[config.mk]
export PLATFORM = sky130hd
export DESIGN_NAME = prot_wdog
export DESIGN_NICKNAME = d
export VERILOG_FILES = /design/src/rtl/prot_wdog.sv
export SDC_FILE = /design/constraint.sdc
export NUM_CORES = 1
export LEC_CHECK = 0
export ABC_AREA = 1
export BUFFER_PORTS_ARGS = -buffer_cell sky130_fd_sc_hd__clkbuf_2
export CAP_MARGIN = 30
export CELL_PAD_IN_SITES_DETAIL_PLACEMENT = 1
export CELL_PAD_IN_SITES_GLOBAL_PLACEMENT = 2
export CORE_ASPECT_RATIO = 1.25
export CORE_MARGIN = 3
export CORE_UTILIZATION = 34
export CTS_CLUSTER_SIZE = 30
export DETAILED_ROUTE_END_ITERATION = 16
export PLACE_DENSITY_LB_ADDON = 0.1
export SYNTH_ARGS = -nofsm -noshare
export SYNTH_HDL_FRONTEND = slang
export SYNTH_SLANG_ARGS = --single-unit
[constraint.sdc]
create_clock -name clk -period 2.3 [get_ports clk]
set_input_delay 0.345 -clock clk [delete_from_list [all_inputs] [get_ports clk]]
set_output_delay 0.345 -clock clk [all_outputs]
set_load 0.01 [all_outputs]
[src/rtl/prot_wdog.sv]
`timescale 1ns/1ps
module prot_wdog #(
  parameter int CLKS_PER_MC = 12,
  parameter int TIMEOUT_MC  = 122880,
  parameter int DW          = 8,
  parameter int EN_BIT      = 2,
  parameter int RS_BIT      = 7
) (
  input  logic          clk,
  input  logic          rst,
  input  logic          ta_ok,
  input  logic          pcon_we,
  input  logic          ip_we,
  input  logic [DW-1:0] wdata,
  output logic          wdt_req,
  output logic          wdt_en
);
  localparam int PW = (CLKS_PER_MC > 1) ? $clog2(CLKS_PER_MC) : 1;
  localparam int CW = $clog2(TIMEOUT_MC + 1);
  localparam logic [PW-1:0] PRE_LAST = PW'(CLKS_PER_MC - 1);
  localparam logic [CW-1:0] CNT_TOP  = CW'(TIMEOUT_MC);
  localparam logic [CW-1:0] CNT_NEAR = CW'(TIMEOUT_MC - 1);

  logic [PW-1:0] pre;
  logic [CW-1:0] mcnt;

  wire en_take = ta_ok & pcon_we;
  wire kick    = ta_ok & ip_we & wdata[RS_BIT];
  wire clr     = rst | ~wdt_en | kick;
  wire mc_tick = (pre == PRE_LAST);
  wire expired = (mcnt == CNT_TOP);
  wire unused_data = &{1'b0, wdata};

  always_ff @(posedge clk)
    if (rst)          wdt_en <= 1'b0;
    else if (en_take) wdt_en <= wdata[EN_BIT];

  always_ff @(posedge clk)
    if (clr || mc_tick) pre <= '0;
    else                pre <= pre + PW'(1);

  always_ff @(posedge clk)
    if (clr)                      mcnt <= '0;
    else if (mc_tick && !expired) mcnt <= mcnt + CW'(1);

  always_ff @(posedge clk)
    if (clr) wdt_req <= 1'b0;
    else     wdt_req <= mc_tick && (mcnt == CNT_NEAR);
endmodule

==> results of run 1 <==
final cells by class:
type	instances	share of cell area (%)
Inverter	20	5.41
Timing Repair Buffer	8	2.89
Tap cell	39	3.52
Multi-Input combinational cell	141	51.8
Clock buffer	4	3.25
Sequential cell	23	33.2
logic make-up after synthesis:
kind of cell / Yosys count / synth area share (%)
AO/OA/AOI/OAI: 17 / 6.82
XOR/XNOR: 2 / 1.38
buffers and inverters: 22 / 6.92
AND/OR/NAND/NOR: 119 / 45.6
flip-flops: 23 / 36.4
adder cells (fa/ha/maj): 3 / 2.96
registers in the layout (all words and copies together) (netlist names):
name and flops:
mcnt 17, pre 4, wdt_en 1, wdt_req 1
power breakdown:
part,internal [mW],switching (mW)
Clock,0.124,0.131
Combinational,0.00657,0.00907
Sequential,0.399,0.00102
per-layer routing:
metal | up-vias | global-route usage, %
li1 | 621 | -
met5 | - | 0
met2 | 5 | 27.3
met3 | 5 | 2.60
met4 | 0 | 3.61
met1 | 557 | 19.9
worst paths after layout:
check | start | end | cells after the start
setup / recovery | mcnt[0] | mcnt[1] | 10
hold / removal | rst | wdt_en | 2
setup reg to reg | mcnt[0] | mcnt[1] | 10
hold reg to reg | pre[0] | pre[0] | 1
cells in the final DEF, fill, tap and decap left out, drive strengths merged:
cell type,Yosys,final
nor2,41,41
clkbuf,0,12
dfxtp,23,23
nor3,2,2
ha,3,3
nand3b,1,1
and3,1,1
nand4,8,8
nand3,16,16
o21ai,6,6
xor2,2,2
a31oi,1,1
or2,1,1
a21oi,10,10
nor3b,1,1
inv,20,20
nor4,1,1
nand2,47,47
critical path, cell delays in order, from the launching register on:
cell     delay (ns)
dfxtp_1        0.39
inv_1          0.10
ha_1           0.20
inv_1          0.05
nor2_1         0.03
nand2_1        0.06
nor2_1         0.04
nand2_1        0.30
nand2_1        0.21
o21ai_0        0.24
nor2_1         0.06
per-stage QoR:
step	total power, mW	utilization [%]	instances	hold WS [ns]
6_report	0.670	39.2	235	0.252
5_1_grt	0.705	39.2	235	0.243
4_1_cts	0.689	39.2	235	0.244
3_5_place_dp	0.426	37.9	231	0.443
3_3_place_gp	0.424	37.9	231	0.434
2_1_floorplan	0.417	-	186	0.414
==> impl_metrics.env, run 1 <==
export IMPL_wl_met1_um=1400
export IMPL_multi_input_area_sq_um=718
export IMPL_async_flop_share_pct=0
export IMPL_powerDensity_mw_per_mm2=483
export IMPL_syn_inst=186
export IMPL_synthTopCellsByCount="43 x nand2_1, 32 x nor2_1, 23 x dfxtp_1"
export IMPL_cp_data_required_time_ns=2.46
export IMPL_grt_antenna_before_repair=0
export IMPL_synth_edff_count=0
export IMPL_reg2reg_slack_ns=0.51
export IMPL_fin_crit_ns=1.79
export IMPL_clock_path_buffers=2
export IMPL_cts_root_buf="clkbuf_8"
export IMPL_cp_end_kind="register"
export IMPL_ir_worst_vdd_mv=0.206
export IMPL_pre_cts_slack_ns=0.502
export IMPL_seq_area_sq_um=460
export IMPL_place_area_sq_mm=0.00134
export IMPL_wl_met2_um=1680
export IMPL_holdCritPathClass="input pin to register"
export IMPL_syn_nets=202
export IMPL_start_util_pct=35.7
export IMPL_dr_pass1_iters=3
export IMPL_drive_above_1_share_pct=16.3
export IMPL_ys_warnings_count=0
export IMPL_ios=15
export IMPL_netlist_area_leader_share_pct=36.4
export IMPL_place_hpwl_um=2530
export IMPL_routedWlPerCell_um=13.3
export IMPL_rsz0062_at_grt="no"
export IMPL_syn_area_per_cell_sq_um=6.81
export IMPL_top_layer="met4"
export IMPL_areaGrowthSynthToFinish_pct=9.58
export IMPL_finalCritPeriodShare_pct=77.9
export IMPL_worstMarginPinSlew_ns=0.401
export IMPL_synth_top_area_cell="dfxtp_1"
export IMPL_ys_seq_elements=23
export IMPL_diodes=0
export IMPL_max_slew_margin_pct=73.2
export IMPL_design_core_area_sq_mm=0.00354
export IMPL_leakagePower_nw=0.497
export IMPL_routabilityCongestion=0.784
export IMPL_grt_pass1_vias=1227
export IMPL_status="complete, no violations"
export IMPL_rows=24
export IMPL_synth_flop_cell="dfxtp_1"
export IMPL_fin_skew_ns=0.00117
export IMPL_die_area_sq_mm=0.00450
export IMPL_cts_tree="done"
export IMPL_maxCapViolCount=0
export IMPL_cp_start_kind="register"
export IMPL_cts_buffers=3
export IMPL_dr_wl_met3_um=39
export IMPL_critical_path_class="register to register"
export IMPL_yosysSeqAreaShare_pct=36.4
export IMPL_drtIter0Drc=37
export IMPL_cts_resized=0
export IMPL_path_max_fanout=12
export IMPL_setup_viol=0
export IMPL_max_freq_ghz=0.558
export IMPL_viasPerCell=5.06
export IMPL_hold_buffers=0
export IMPL_nNetsFinal=213
export IMPL_drcViolationCount=0
export IMPL_n_fill_cell=468
export IMPL_clock_sinks=23
export IMPL_grt_first_pass_wirelength_um=5460
export IMPL_clk_latency_ns=0.26
export IMPL_vias=1188
export IMPL_ant_nets=0
export IMPL_yosysMostFrequentCell="nand2_1"
export IMPL_grt_max_degree=13
export IMPL_die_h_um=74.2
export IMPL_design_area_sq_mm=0.00139
export IMPL_setup_tns_ns=0
export IMPL_slew_viol_final=0
export IMPL_die_x_um=60.6
export IMPL_worst_ep_arrival_time_ns=1.95
export IMPL_h_tree_depth=1
export IMPL_synth_area_sq_mm=0.00127
export IMPL_hold_viol_final=0
export IMPL_drt_wl_total_um=3140
export IMPL_grt_overflow_total=0
export IMPL_post_cts_buffers=0
export IMPL_worst_slack_ns=0.509
export IMPL_portBuffers=8
export IMPL_synth_area_top_cells="dfxtp_1 36%, nand2_1 13%, nor2_1 9.5%"
export IMPL_yosysUniqueCellTypes=27
export IMPL_grt_usage_pct=15.7
export IMPL_cts_clk_slew_worst_paths_ns=0.08
Power figures use the tool's default switching activity.
==> inputs of run 2 (changes only) <==
CORE_UTILIZATION = 28   (was 34)
clock period = 1.5 ns   (was 2.3 ns; I/O delays follow)
==> run 2 against run 1 <==
Net effect:
- global-route usage is 1.1 points lower
- routed wire length is 12% higher
- hold slack worse by 0.13 ns
- fmax is 25% higher
- non-clock buffer count is 13 higher
- critical endpoint is now mcnt[15]
==> impl_metrics.env, run 2 (synthesis results as in run 1) <==
export IMPL_grt_overflow_total=0
export IMPL_worst_path_most_repeated_cell="nand2_1"
export IMPL_max_freq_ghz=0.698
export IMPL_nNetsFinal=226
export IMPL_worstMarginPinSlew_ns=0.375
export IMPL_dp_cells=260
export IMPL_drive_above_1_share_pct=29.2
export IMPL_largest_reg_flops=17
export IMPL_rows=26
export IMPL_cts_buffers=3
export IMPL_critPathLaunch="mcnt[0]"
export IMPL_place_area_sq_mm=0.00145
export IMPL_place_hpwl_um=2760
export IMPL_hold_ws_ns=0.124
export IMPL_regMostFlops="mcnt"
export IMPL_cp_end_kind="register"
export IMPL_fin_crit_ns=1.43
export IMPL_critPathBufInv=3
export IMPL_die_area_sq_mm=0.00537
export IMPL_grt_antenna_before_repair=0
export IMPL_crit_path_end="mcnt[15]"
export IMPL_dr_wl_met3_um=55
export IMPL_leakagePower_nw=0.569
export IMPL_clock_path_buffers=2
export IMPL_routedWlPerCell_um=13.3
export IMPL_worst_slack_ns=0.0683
export IMPL_crit_path_top_delay_cell="dfxtp_4"
export IMPL_grt_max_degree=13
export IMPL_utilization_pct=37.8
export IMPL_setup_tns_ns=0
export IMPL_cts_clk_slew_worst_paths_ns=0.09
export IMPL_die_x_um=66.1
export IMPL_routabilityCongestion=0.728
export IMPL_areaGrowthSynthToFinish_pct=26.1
export IMPL_drt_wl_total_um=3520
export IMPL_maxCapViolCount=0
export IMPL_wl_met1_um=1480
export IMPL_clock_sinks=23
export IMPL_die_h_um=81.2
export IMPL_cts_tree="done"
export IMPL_slew_viol_final=0
export IMPL_grt_pass1_vias=1339
export IMPL_n_fill_cell=550
export IMPL_cp_start_kind="register"
export IMPL_powerDensity_mw_per_mm2=652
export IMPL_setup_viol=0
export IMPL_start_util_pct=29.9
export IMPL_finalCritPeriodShare_pct=95.4
export IMPL_portBuffers=8
export IMPL_diodes=0
export IMPL_grt_first_pass_wirelength_um=6090
export IMPL_dr_pass1_iters=4
export IMPL_fin_skew_ns=0.00416
export IMPL_drcViolationCount=0
export IMPL_hold_viol_final=0
export IMPL_reg_top3="mcnt: 17 flops, pre: 4 flops"
export IMPL_top_layer="met4"
export IMPL_cp_slowest_stage_delay_ns=0.37
export IMPL_grt_usage_pct=14.6
export IMPL_stdcell_count=265
export IMPL_path_max_fanout=6
export IMPL_cts_root_buf="clkbuf_8"
export IMPL_pre_cts_slack_ns=-0.0436
export IMPL_ios=15
export IMPL_reg2reg_slack_ns=0.07
export IMPL_ir_worst_vdd_mv=0.499
export IMPL_design_area_sq_mm=0.00160
export IMPL_vias=1269
export IMPL_layout_common_cells="41 x nand2_1, 30 x nor2_1, 18 x dfxtp_1, 16 x inv_1, 12 x nand3_1"
export IMPL_r2r_end="mcnt[15]"
export IMPL_h_tree_depth=1
export IMPL_cp_num_cells=12
export IMPL_r2r_start="mcnt[0]"
export IMPL_critPathTopFamily="simple AND/OR/NAND/NOR gates"
export IMPL_viasPerCell=4.79
export IMPL_clk_latency_ns=0.27
export IMPL_crit_chain="inv_4, ha_4, inv_1, nor2_1, nand2_1, nor2_2, nand2_2, buf_6, nand3_2, nand2_1, nand2_1, nor2_2"
export IMPL_worst_ep_arrival_time_ns=1.60
export IMPL_design_core_area_sq_mm=0.00423
export IMPL_whs_path_depth=2
export IMPL_ant_nets=0
export IMPL_power_mw=1.04
export IMPL_mostFrequentLayoutCell="nand2_1"
export IMPL_max_slew_margin_pct=75.0
export IMPL_status="complete, no violations"
export IMPL_cp_data_required_time_ns=1.67
export IMPL_critical_path_class="register to register"
export IMPL_ff2ff_path_depth=12
export IMPL_wl_met2_um=1930
export IMPL_drtIter0Drc=45
export IMPL_holdCritPathClass="input pin to register"
run 2: cell types whose count changed in the layout (fill, tap and decap cells not counted), moves of 3 or more:
cell | previous run | this run
inv_4 | 0 | 3
dfxtp_2 | 0 | 3
buf_4 | 0 | 11
dfxtp_1 | 23 | 18
ha_1 | 3 | 0
run 2: worst min path at each step:
stage | slack, ns | start | end
after floorplan | 0.29 | rst | wdt_en
after global placement | 0.40 | rst | wdt_en
after detailed placement | 0.42 | rst | wdt_en
after CTS | 0.12 | rst | wdt_en
after global routing | 0.13 | rst | wdt_en
final | 0.12 | rst | wdt_en
run 2: final cells by class:
type                            count  area, sq um  area share, %
Timing Repair Buffer               21          145           9.09
Clock buffer                        4         45.0           2.82
Tap cell                           56         70.1           4.39
Multi-Input combinational cell    141          782           49.0
Inverter                           20         82.6           5.17
Sequential cell                    23          472           29.5
run 2: where the power goes:
group / switching, mW / total, mW / internal [mW]
Clock: 0.215 / 0.405 / 0.190
Sequential: 0.00186 / 0.610 / 0.608
Combinational: 0.0142 / 0.0254 / 0.0112
run 2: timing repair:
item | 4_1_cts | 5_1_grt
setup buffers | 0 | 1
resized for setup | 5 | 23
endpoints found under the setup margin | 6 | 16
pin swaps | 0 | 6
hold buffers | 0 | 0
endpoints found under the hold margin | 0 | 0
run 2: per-layer routing:
metal | up-vias | GRT usage, %
met3 | 6 | 1.66
li1 | 652 | -
met4 | 0 | 5.08
met2 | 11 | 26.3
met5 | - | 0
met1 | 600 | 17.6
==> inputs of run 3 (changes only) <==
RECOVER_POWER = 25   (was default)
clock period = 1.2 ns   (was 1.5 ns; I/O delays follow)
==> run 3 against run 2 <==
Net effect:
- the flow now finishes with violations (negative setup slack)
- total power grew 26%
- utilization grew 9.2 points
- setup slack lost 0.34 ns
- clock skew shrank 0.00053 ns
- critical path type unchanged
==> impl_metrics.env, run 3 (synthesis results as in run 1) <==
export IMPL_fin_crit_ns=1.47
export IMPL_fin_skew_ns=0.00363
export IMPL_holdCritPathClass="input pin to register"
export IMPL_crit_path_top_delay_cell="dfxtp_4"
export IMPL_vias=1408
export IMPL_setup_tns_ns=-3.11
export IMPL_critPathBufInv=3
export IMPL_path_max_fanout=6
export IMPL_die_area_sq_mm=0.00537
export IMPL_pre_cts_slack_ns=-0.337
export IMPL_dr_pass1_iters=4
export IMPL_n_fill_cell=539
export IMPL_worst_ep_arrival_time_ns=1.65
export IMPL_drive_above_1_share_pct=50.4
export IMPL_portBuffers=8
export IMPL_slew_viol_final=0
export IMPL_grt_antenna_before_repair=0
export IMPL_critPathTopFamily="simple AND/OR/NAND/NOR gates"
export IMPL_crit_chain="inv_4, ha_4, inv_2, nor2_2, nand2_1, nor2_2, nand2_4, buf_6, nand3_2, nand2_2, nand2_2, nor2_2"
export IMPL_diodes=0
export IMPL_drtIter0Drc=25
export IMPL_setup_viol=18
export IMPL_rsz0062_at_grt="yes"
export IMPL_start_util_pct=29.9
export IMPL_max_freq_ghz=0.679
export IMPL_cp_start_kind="register"
export IMPL_design_core_area_sq_mm=0.00423
export IMPL_hold_viol_final=0
export IMPL_h_tree_depth=1
export IMPL_power_mw=1.31
export IMPL_dp_cells=286
export IMPL_drcViolationCount=0
export IMPL_clock_sinks=23
export IMPL_die_h_um=81.2
export IMPL_areaGrowthSynthToFinish_pct=56.8
export IMPL_violations="negative setup slack"
export IMPL_cts_clk_slew_worst_paths_ns=0.09
export IMPL_stdcell_count=298
export IMPL_ant_nets=0
export IMPL_die_x_um=66.1
export IMPL_maxCapViolCount=0
export IMPL_cts_buffers=3
export IMPL_grt_overflow_total=0
export IMPL_viasPerCell=4.72
export IMPL_status="complete, but fails checks"
export IMPL_design_area_sq_mm=0.00199
export IMPL_cts_tree="done"
export IMPL_routedWlPerCell_um=14.4
export IMPL_ir_worst_vdd_mv=0.373
export IMPL_clock_path_buffers=2
export IMPL_nNetsFinal=259
export IMPL_cp_end_kind="register"
export IMPL_leakagePower_nw=0.759
export IMPL_routabilityCongestion=0.829
export IMPL_cts_root_buf="clkbuf_8"
export IMPL_cp_data_required_time_ns=1.38
export IMPL_max_slew_margin_pct=82.5
export IMPL_finalCritPeriodShare_pct=123
export IMPL_grt_first_pass_wirelength_um=6980
export IMPL_worst_slack_ns=-0.273
export IMPL_worstMarginPinSlew_ns=0.261
export IMPL_ios=15
export IMPL_reg_top3="mcnt: 17 flops, pre: 4 flops"
export IMPL_worst_path_most_repeated_cell="nor2_2"
export IMPL_layout_common_cells="40 x buf_4, 34 x nand2_1, 25 x nor2_1, 15 x dfxtp_1, 13 x inv_1"
export IMPL_grt_max_degree=14
export IMPL_place_hpwl_um=3230
export IMPL_cp_slowest_stage_delay_ns=0.37
export IMPL_largest_reg_flops=17
export IMPL_rows=26
export IMPL_powerDensity_mw_per_mm2=659
export IMPL_clk_latency_ns=0.28
export IMPL_place_area_sq_mm=0.00167
export IMPL_hold_buffers=0
export IMPL_mostFrequentLayoutCell="buf_4"
export IMPL_grt_usage_pct=17.0
export IMPL_grt_pass1_vias=1536
export IMPL_drt_wl_total_um=4280
export IMPL_regMostFlops="mcnt"
export IMPL_critical_path_class="register to register"
[run 3: changes by cell type in the layout (fill, tap and decap cells not counted), sizes merged]
cell      previous run  this run
buf                 13        46
clkbuf              12        11
clkinv               0         1
clkinvlp             0         1
inv                 20        19
[run 3: report_power, final]
group	switching (mW)	leakage (nW)	internal, mW
logic	0.0202	0.543	0.0155
clock network	0.283	0.0255	0.233
registers	0.00215	0.191	0.754
total	0.305	0.759	1.00
[run 3: path summary, 6_finish.rpt]
path,cells after the start,slack [ns],from,endpoint
worst max register to register,12,-0.27,mcnt[0],mcnt[15]
worst min register to register,2,0.51,wdt_en,wdt_en
worst max-delay path,12,-0.27,mcnt[0],mcnt[15]
worst min-delay path,2,0.07,rst,wdt_en
[run 3: area by class of cell]
type	instances	area (sq um)	share of cell area [%]
clock buffer	3	41.3	2.08
clock inverter	1	5.00	0.252
inverter	20	88.8	4.47
multi-input combinational	141	890	44.8
sequential	23	483	24.3
tap	56	70.1	3.53
timing repair buffer	54	408	20.5
[run 3: what timing repair did]
action                     4_1_cts  5_1_grt
setup endpoints to repair       19       18
resized for setup               24       39
setup buffers                    2        7
pin swaps                        4       24
[run 3: per-stage QoR]
stage / util [%] / hold slack (ns)
6_report: 47.0 / 0.0724
5_1_grt: 47.0 / 0.0918
4_1_cts: 42.7 / 0.0607
3_5_place_dp: 39.5 / 0.361
3_3_place_gp: 39.5 / 0.353
2_1_floorplan: - / 0.249
[run 3: routing by layer]
metal	track usage (%)	share of wire (%)	wire length, um	up-vias
met2	33.3	56	2410	9
met4	5.89	2.1	89	0
met5	0	0	0	-
met1	18.0	40	1730	677
met3	2.21	1.1	48	9
li1	-	-	-	713
